--- src/rtl/srf_pkg.sv ---
package srf_pkg;
  typedef enum logic [2:0] {
    ST_IDLE,
    ST_CBR_PRE,
    ST_RAS,
    ST_GAP,
    ST_SR_CAS,
    ST_SR_HOLD,
    ST_SR_EXIT
  } srf_state_e;
endpackage

--- src/rtl/srf_sync.sv ---
module srf_sync #(
  parameter int STAGES = 2
) (
  input  logic clk_i,
  input  logic rst_ni,
  input  logic d_i,
  output logic q_o
);
  logic [STAGES-1:0] sr_q;

  for (genvar i = 0; i < STAGES; i++) begin : g_stage
    if (i == 0) begin : g_first
      always_ff @(posedge clk_i or negedge rst_ni)
        if (!rst_ni) sr_q[0] <= 1'b0;
        else         sr_q[0] <= d_i;
    end else begin : g_next
      always_ff @(posedge clk_i or negedge rst_ni)
        if (!rst_ni) sr_q[i] <= 1'b0;
        else         sr_q[i] <= sr_q[i-1];
    end
  end

  assign q_o = sr_q[STAGES-1];
endmodule

--- src/rtl/srf_req_gen.sv ---
module srf_req_gen #(
  parameter int STAGES = 2
) (
  input  logic clk_i,
  input  logic rst_ni,
  input  logic rtc_i,
  input  logic en_i,
  output logic req_o
);
  logic rtc_s, rtc_d_q;

  srf_sync #(.STAGES(STAGES)) u_rtc_sync (
    .clk_i (clk_i),
    .rst_ni(rst_ni),
    .d_i   (rtc_i),
    .q_o   (rtc_s)
  );

  always_ff @(posedge clk_i or negedge rst_ni)
    if (!rst_ni) rtc_d_q <= 1'b0;
    else         rtc_d_q <= rtc_s;

  // both edges of the slow clock request a refresh
  assign req_o = (rtc_s ^ rtc_d_q) & en_i;
endmodule

--- src/rtl/srf_strobe_fsm.sv ---
module srf_strobe_fsm
  import srf_pkg::*;
#(
  parameter int RAS_W = 4,
  parameter int GAP_W = 3
) (
  input  logic clk_i,
  input  logic rst_ni,
  input  logic req_i,
  input  logic en_i,
  input  logic sr_mode_i,
  input  logic cbr_i,
  output logic ras_n_o,
  output logic cas_n_o,
  output logic sr_hold_o
);
  localparam int MAX_W = (RAS_W > GAP_W) ? RAS_W : GAP_W;
  localparam int CNT_W = $clog2(MAX_W + 1);
  localparam logic [CNT_W-1:0] RAS_LAST = CNT_W'(RAS_W - 1);
  localparam logic [CNT_W-1:0] GAP_LAST = CNT_W'(GAP_W - 1);

  srf_state_e state_q, state_d;
  logic [CNT_W-1:0] cnt_q, cnt_d;
  logic pend_q, pend_d;
  logic cbr_q, cbr_d;
  logic ras_q, cas_q, ras_d, cas_d;
  logic avail, sr_go;

  assign avail = req_i | pend_q;
  assign sr_go = en_i & sr_mode_i;

  always_comb begin
    state_d = state_q;
    cnt_d   = cnt_q;
    cbr_d   = cbr_q;
    pend_d  = pend_q | req_i;
    unique case (state_q)
      ST_IDLE: begin
        if (sr_go) begin
          state_d = ST_SR_CAS;
        end else if (avail) begin
          state_d = cbr_i ? ST_CBR_PRE : ST_RAS;
          cbr_d   = cbr_i;
          cnt_d   = '0;
          pend_d  = 1'b0;
        end
      end
      ST_CBR_PRE: begin
        state_d = ST_RAS;
        cnt_d   = '0;
      end
      ST_RAS: begin
        if (cnt_q == RAS_LAST) begin
          state_d = ST_GAP;
          cnt_d   = '0;
        end else begin
          cnt_d = cnt_q + 1'b1;
        end
      end
      ST_GAP: begin
        if (cnt_q == GAP_LAST) begin
          if (!sr_go && avail) begin
            state_d = cbr_i ? ST_CBR_PRE : ST_RAS;
            cbr_d   = cbr_i;
            cnt_d   = '0;
            pend_d  = 1'b0;
          end else begin
            state_d = ST_IDLE;
          end
        end else begin
          cnt_d = cnt_q + 1'b1;
        end
      end
      ST_SR_CAS:  state_d = ST_SR_HOLD;
      ST_SR_HOLD: if (!en_i) state_d = ST_SR_EXIT;
      ST_SR_EXIT: begin
        state_d = ST_GAP;
        cnt_d   = '0;
      end
      default: state_d = ST_IDLE;
    endcase
    if (state_d inside {ST_SR_CAS, ST_SR_HOLD, ST_SR_EXIT} || !en_i) pend_d = 1'b0;
  end

  always_comb begin
    ras_d = !(state_d inside {ST_RAS, ST_SR_HOLD});
    cas_d = !((state_d == ST_CBR_PRE) || (state_d == ST_RAS && cbr_d) ||
              (state_d inside {ST_SR_CAS, ST_SR_HOLD, ST_SR_EXIT}));
  end

  always_ff @(posedge clk_i or negedge rst_ni) begin
    if (!rst_ni) begin
      state_q <= ST_IDLE;
      cnt_q   <= '0;
      pend_q  <= 1'b0;
      cbr_q   <= 1'b0;
      ras_q   <= 1'b1;
      cas_q   <= 1'b1;
    end else begin
      state_q <= state_d;
      cnt_q   <= cnt_d;
      pend_q  <= pend_d;
      cbr_q   <= cbr_d;
      ras_q   <= ras_d;
      cas_q   <= cas_d;
    end
  end

  assign ras_n_o   = ras_q;
  assign cas_n_o   = cas_q;
  assign sr_hold_o = (state_q == ST_SR_HOLD);
endmodule

--- src/rtl/srf_refresh_seq.sv ---
module srf_refresh_seq #(
  parameter int RAS_W       = 4,
  parameter int GAP_W       = 3,
  parameter int SYNC_STAGES = 2
) (
  input  logic osc_clk_i,
  input  logic rst_ni,
  input  logic rtc_clk_i,
  input  logic sus_ref_i,
  input  logic self_ref_i,
  input  logic cbr_i,
  output logic ras_n_o,
  output logic cas_n_o,
  output logic osc_en_o,
  output logic sus_stat_o
);
  logic en_s, req, sr_hold, stat_q;

  // shadow of the software enable
  srf_sync #(.STAGES(SYNC_STAGES)) u_en_sync (
    .clk_i (osc_clk_i),
    .rst_ni(rst_ni),
    .d_i   (sus_ref_i),
    .q_o   (en_s)
  );

  srf_req_gen #(.STAGES(SYNC_STAGES)) u_req (
    .clk_i (osc_clk_i),
    .rst_ni(rst_ni),
    .rtc_i (rtc_clk_i),
    .en_i  (en_s),
    .req_o (req)
  );

  srf_strobe_fsm #(.RAS_W(RAS_W), .GAP_W(GAP_W)) u_fsm (
    .clk_i    (osc_clk_i),
    .rst_ni   (rst_ni),
    .req_i    (req),
    .en_i     (en_s),
    .sr_mode_i(self_ref_i),
    .cbr_i    (cbr_i),
    .ras_n_o  (ras_n_o),
    .cas_n_o  (cas_n_o),
    .sr_hold_o(sr_hold)
  );

  always_ff @(posedge osc_clk_i or negedge rst_ni)
    if (!rst_ni)   stat_q <= 1'b0;
    else if (en_s) stat_q <= 1'b1;

  // raw enable wakes the oscillator so the hold can be left
  assign osc_en_o   = !(sr_hold && sus_ref_i);
  assign sus_stat_o = stat_q;
endmodule

--- config.mk ---
export PLATFORM = sky130hd
export DESIGN_NAME = srf_refresh_seq
export DESIGN_NICKNAME = d
export VERILOG_FILES = /design/src/rtl/srf_pkg.sv /design/src/rtl/srf_sync.sv /design/src/rtl/srf_req_gen.sv /design/src/rtl/srf_strobe_fsm.sv /design/src/rtl/srf_refresh_seq.sv
export SDC_FILE = /design/constraint.sdc
export NUM_CORES = 1
export LEC_CHECK = 0
export BUFFER_PORTS_ARGS = -buffer_cell sky130_fd_sc_hd__buf_2
export CAP_MARGIN = 20
export CORE_MARGIN = 10
export CORE_UTILIZATION = 55
export CTS_CLUSTER_DIAMETER = 50
export DETAILED_ROUTE_END_ITERATION = 7
export PLACE_DENSITY = 0.84
export SLEW_MARGIN = 10
export SYNTH_ARGS = -nofsm -noshare
export SYNTH_HDL_FRONTEND = slang
export SYNTH_SLANG_ARGS = --single-unit
--- constraint.sdc ---
create_clock -name osc_clk_i -period 2.4 [get_ports osc_clk_i]
set_input_delay 0.36 -clock osc_clk_i [delete_from_list [all_inputs] [get_ports osc_clk_i]]
set_output_delay 0.36 -clock osc_clk_i [all_outputs]
set_load 0.02 [all_outputs]
# --- Yosys cells after proc, flatten, opt, wreduce, memory -nomap -nowiden ---
# Cells that the tools add are included.
classes:
  n_addsub: 1
  mul: 0
  div_mod_pow: 0
  order_cmp: 0
  n_eq_ne: 16
  shifts: 0
  muxes: 24
  bitwise: 4
  n_reduce_logical: 17
ops:
  columns: ["op", "n"]
  rows:
  - ["3-bit 2-to-1 mux", 11]
  - ["3-bit case mux with 7 select lines", 1]
  - ["3-bit equality test (second input constant)", 6]
  - ["3-bit by 2-bit equality test with 1-bit output (second input constant)", 5]
  - ["3-bit case mux with 4 select lines", 1]
  - ["1-bit 2-to-1 mux", 8]
  - ["3-bit by 1-bit equality test with 1-bit output (second input constant)", 2]
  - ["1-bit zero test", 5]
  - ["1-bit case mux with 2 select lines", 2]
  - ["4-bit AND reduction", 1]
  - ["4-bit nonzero test", 1]
  - ["3-bit by 1-bit adder with 3-bit output (second input constant)", 1]
  - ["1-bit logical AND", 3]
  - ["3-bit zero test", 1]
  - ["1-bit logical OR", 3]
  - ["3-bit inequality test (second input constant)", 1]
  - ["3-bit nonzero test", 1]
  - ["1-bit bitwise AND", 2]
  - ["2-bit 2-to-1 mux", 1]
  - ["2-bit by 1-bit inequality test with 1-bit output (second input constant)", 1]
  - ["2-bit inequality test (second input constant)", 1]
  - ["2-bit nonzero test", 1]
  - ["2-bit OR reduction", 1]
  - ["1-bit OR", 1]
  - ["1-bit bitwise XOR", 1]
totals:
  regBits: 16
  latch_bits: 0
  ramBits: 0
  romBits: 0
  in_bits: 6
  wordCells: 74
  n_memories: 0

# --- Longest topological paths before layout ---
logic_depth:
  ltp_word: 12
  ltp_mapped: 7
  mapped_depth_nobuf: 7

# --- Hierarchy ---
# From an unflattened synthesis, not the netlist that was laid out.
hier_totals:
  cells_unflattened: 74
  hier_area_um2: 825.8
by_module_without_submodules:
  columns: ["mod", "n_inst", "cells_each", "area_per_inst_um2", "seq_area_each_um2"]
  rows:
  - ["srf_strobe_fsm", 1, 64, 650.6, 252.7]
  - ["srf_sync", 2, 2, 50.0, 50.0]
  - ["srf_req_gen", 1, 3, 40.0, 25.0]
  - ["srf_refresh_seq", 1, 3, 35.0, 25.0]

# --- Least setup slack after synthesis ---
# OpenSTA, ideal clock, no wires.
synth_timing:
  path_type: "reg-to-reg"
  startpoint: "register u_fsm.cnt_q[0]"
  endpoint: "register u_fsm.cas_q (netlist: u_fsm.cas_n_o)"
  setup_ns: 0.082
  arrival_ns: 1.605
  slack_ns: 0.712
  stages_incl_launch_ff: 8
  period_less_slack_ns: 1.688
  path_cell_list: "dfrtp_1 > inv_1 > ha_1 > nor2b_1 > or3_1 > o21ai_1 > a311oi_4 > mux2_4"
synth_via:
  elab_chain_len: 8
synth_lines:
  columns: ["element", "line", "text"]
  rows:
  - ["from (decl)", "srf_strobe_fsm.sv:23", "logic [CNT_W-1:0] cnt_q, cnt_d;"]
  - ["from (signal assigned)", "srf_strobe_fsm.sv:101", "cnt_q <= cnt_d;"]
  - ["3-bit by 2-bit equality test with 1-bit output (on tied branches)", "srf_strobe_fsm.sv:61, srf_strobe_fsm.sv:53", null]
  - ["3-bit 2-to-1 mux (on tied branches)", "srf_strobe_fsm.sv:61, srf_strobe_fsm.sv:53", null]
  - ["3-bit case mux with 7 select lines", "srf_strobe_fsm.sv:37", "unique case (state_q)"]
  - ["3-bit by 2-bit equality test with 1-bit output", "srf_strobe_fsm.sv:87", "cas_d = !((state_d == ST_CBR_PRE) || (state_d == ST_RAS && cbr_d) ||"]
  - ["1-bit logical AND", "srf_strobe_fsm.sv:87", null]
  - ["1-bit logical OR", "srf_strobe_fsm.sv:87", null]
  - ["1-bit logical OR (*)", "srf_strobe_fsm.sv:87", null]
  - ["1-bit zero test (*)", "srf_strobe_fsm.sv:87", null]
  - ["net u_fsm.cas_d", "srf_strobe_fsm.sv:26", "logic ras_q, cas_q, ras_d, cas_d;"]
  - ["to (signal assigned)", "srf_strobe_fsm.sv:105", "cas_q <= cas_d;"]
  - ["to (decl)", "srf_strobe_fsm.sv:26", null]
# Mark *: on every way through the listed nets, which the timed path passes. The rest lies on a longest branch.
# A chain may end at the register's enable or synchronous reset.

# --- Worst setup path after layout ---
# Same ends and word-level chain as after synthesis.

==> results.json <==
{
  "timing.critical_path.arrival_ps": 2020,
  "min_from": "rtc_clk_i",
  "yosys-mux-area-fraction": 0.06851,
  "pin_count_of_the_biggest_net_entering_global_routing": 17,
  "place.port_buffers": 9,
  "cp_cell_sequence": "inv_1 -> ha_1 -> nor2b_1 -> or3_1 -> o21ai_1 -> a311oi_4 -> mux2_4",
  "via_count_of_the_first_global_routing_pass": 615,
  "synth-edff-count": 0,
  "clk_path_buf_depth": 2,
  "r2r_endpoint": "u_fsm.cas_n_o$_DFF_PN1_",
  "fin_crit_sh": 0.7447,
  "syn_inst": 79,
  "cts.sink_count": 16,
  "synth_top_family_by_area": "compound AO/OA/AOI/OAI gates",
  "initial_core_util": 0.5765,
  "synth-async-reset-ratio": 1.000,
  "dr.first_iter.drc_count": 18,
  "yosys_warnings": 0,
  "powerDensity_nw_per_um2": 1154,
  "min_period_ps": 1787,
  "synthXorXnorAreaFrac": 0.01020,
  "number_of_antenna_violations_at_the_first_check_in_global_routing": 0,
  "drt-pass1-iter-count": 4,
  "syn-cell-area_um2": 858.3,
  "leakagePower_nw": 0.4233,
  "synth_nets": 90,
  "boundaryPins": 10,
  "final_net_count": 103,
  "synth_seq_cells": 16,
  "vias": 594,
  "cts_htree_levels": 1,
  "die_h_um": 59.51,
  "worst_pin_slew_ps": 410.9,
  "finalSetupViolCount": 0,
  "detail_route.wirelength_um": 1473,
  "grt_overflow_total": 0,
  "post-dp-hpwl_um": 1090,
  "areaGrowthSynthToFinish_pct": 11.95,
  "max-cap-violations": 0,
  "pre_cts_ws_ps": 614.8,
  "routed_wire_length_per_instance_um": 13.77,
  "worst_setup_hold_path_clk_slew_ps": 90,
  "hold_path_end": "u_req.u_rtc_sync.sr_q[0]$_DFF_PN0_",
  "synth_sequential_area_ratio": 0.4694,
  "reg2regPathDepth": 7,
  "totalNegativeSetupSlack_ps": 0,
  "clk_latency_ps": 300,
  "drive_above_1_share": 0.2747,
  "slew_headroom": 0.7261,
  "setup.worst_path.start_class": "flip-flop",
  "clk_root_buffer_cell": "sky130_fd_sc_hd__clkbuf_4",
  "worst_path_dominant_cell_family": "flip-flops",
  "post_cts.resized_instances": 0,
  "cts_setup_buffers": 0,
  "remaining_drc_errors": 0,
  "end_kind": "flip-flop",
  "crit-reg2reg-launch": "u_fsm.cnt_q[0]$_DFFE_PN0P_",
  "grt_setup_unrepaired": "no",
  "post_route_setup_slack_ps": 612.7,
  "timing.critical_path.fanout_max": 4,
  "synth_compound_gate_area_share": 0.1866,
  "cpPeakStageDelay_ps": 410,
  "die_w_um": 59.51,
  "synth_simple_gate_area_frac": 0.1516,
  "cp_data_required_time_ps": 2630,
  "ant_nets": 0,
  "num_rows": 14,
  "cp_slowest_cell": "sky130_fd_sc_hd__dfrtp_1",
  "final.setup_skew_ps": 5.012,
  "setup_slack_on_the_worst_flop_to_flop_path_ps": 610,
  "yosysUniqueCellTypes": 37,
  "cts_tree": "yes",
  "syn-mean-instance-area_um2": 10.86,
  "worstHoldPathCells": 1,
  "postCtsHoldBufs": 1,
  "design.core.area_um2": 1489,
  "timing.final.hold_violations": 0,
  "maxClockFrequency_ghz": 0.5595,
  "worstHoldPathType": "in -> reg",
  "yosys.area_share.adder": 0.07289,
  "final_cell_mix": "sky130_fd_sc_hd__dfrtp_1, sky130_fd_sc_hd__buf_2, sky130_fd_sc_hd__inv_1, sky130_fd_sc_hd__nor2_1, sky130_fd_sc_hd__ha_1",
  "first_pass_grt_wire_length_um": 2615,
  "antenna_cells_inserted": 0,
  "critical_path_class": "reg -> reg",
  "status": "finished, final reports clean",
  "design.die.area_um2": 3541,
  "detail_route.vias_per_cell": 5.551,
  "most_common_cell_after_layout_fill_and_taps_aside": "sky130_fd_sc_hd__dfrtp_1",
  "worst_ir_drop_vdd_mv": 0.6124,
  "timing.final.max_slew_violations": 0,
  "routabilityCongestion": 0.7596,
  "ys.flop_type": "sky130_fd_sc_hd__dfrtp_1",
  "grt_use_total": 0.09818,
  "numCtsBuffers": 3,
  "fillers": 107,
  "cp_num_buf_inv": 1
}
[Yosys cell counts (2+ instances only)]
| library cell | number | area share |
|---|---|---|
| sky130_fd_sc_hd__mux2_2 | 2 | 0.026 |
| sky130_fd_sc_hd__dfrtp_1 | 14 | 0.41 |
| sky130_fd_sc_hd__dfstp_2 | 2 | 0.061 |
| sky130_fd_sc_hd__nor3_1 | 2 | 0.012 |
| sky130_fd_sc_hd__inv_1 | 6 | 0.026 |
| sky130_fd_sc_hd__a21oi_1 | 3 | 0.017 |
| sky130_fd_sc_hd__or2_2 | 2 | 0.015 |
| sky130_fd_sc_hd__nand2_1 | 2 | 0.0087 |
| sky130_fd_sc_hd__o21ai_0 | 4 | 0.023 |
| sky130_fd_sc_hd__nor2_1 | 6 | 0.026 |
| sky130_fd_sc_hd__nand2b_1 | 3 | 0.022 |
| sky130_fd_sc_hd__nor2b_1 | 2 | 0.015 |
| sky130_fd_sc_hd__o31a_1 | 3 | 0.031 |
| sky130_fd_sc_hd__ha_1 | 5 | 0.073 |
[per-layer routing]
layer	track usage	up-vias	share of wire
met4	0.06731	0	0.024
met2	0.1441	17	0.43
met3	0.04077	4	0.081
li1	-	302	-
met5	0	-	0
met1	0.1128	271	0.47
[kinds of logic after synthesis]
logic type / Yosys count
AO/OA/AOI/OAI: 20
flip-flops: 16
adder cells (fa/ha/maj): 5
buffers and inverters: 9
multiplexers: 5
XOR/XNOR: 1
AND/OR/NAND/NOR: 23
[registers in the layout, indices dropped and copies added, names as in the netlist]
name and cells:
sus_stat_o 1, u_en_sync.q_o 1, u_en_sync.sr_q 1, u_fsm.cas_n_o 1, u_fsm.cbr_q 1, u_fsm.cnt_q 3
u_fsm.pend_q 1, u_fsm.ras_n_o 1, u_fsm.state_q 3, u_req.rtc_d_q 1, u_req.u_rtc_sync.q_o 1, u_req.u_rtc_sync.sr_q 1
[cell type report]
cell class | instances | area, um2 | share of cell area
inverter | 7 | 26.28 | 0.02734
tap | 16 | 20.02 | 0.02083
multi-input combinational | 54 | 420.4 | 0.4375
clock buffer | 4 | 36.28 | 0.03776
sequential | 16 | 402.9 | 0.4193
timing repair buffer | 10 | 55.05 | 0.05729
[power breakdown]
part / switching [W] / internal, W
registers: 0.0000747 / 0.000356
logic: 0.000246 / 0.000252
clock network: 0.0000882 / 0.0000926
total: 0.000409 / 0.000700
[worst max path at each step]
stage | slack [ps] | start | cells after the start | end
after floorplan | 710 | u_fsm.cnt_q[0]$_DFFE_PN0P_ | 7 | u_fsm.cas_n_o$_DFF_PN1_
after global placement | 670 | u_fsm.cnt_q[0]$_DFFE_PN0P_ | 7 | u_fsm.ras_n_o$_DFF_PN1_
after detailed placement | 610 | u_fsm.cnt_q[0]$_DFFE_PN0P_ | 7 | u_fsm.cas_n_o$_DFF_PN1_
after CTS | 600 | u_fsm.cnt_q[0]$_DFFE_PN0P_ | 7 | u_fsm.cas_n_o$_DFF_PN1_
after global routing | 460 | u_fsm.cnt_q[0]$_DFFE_PN0P_ | 7 | u_fsm.cas_n_o$_DFF_PN1_
final | 610 | u_fsm.cnt_q[0]$_DFFE_PN0P_ | 7 | u_fsm.cas_n_o$_DFF_PN1_
[per-stage QoR]
stage          cell area [um2]  utilization  hold WS (ps)  instances  power (W)
2_1_floorplan            858.3            -         64.41         79  0.0008334
3_3_place_gp             914.6       0.6143         280.8        102  0.0009232
3_5_place_dp             914.6       0.6143         282.0        102  0.0009331
4_1_cts                  960.9       0.6454         162.9        107   0.001114
5_1_grt                  960.9       0.6454         163.1        107   0.001197
6_report                 960.9       0.6454         165.6        107   0.001109
No activity file was read; power rests on OpenSTA's default activity.
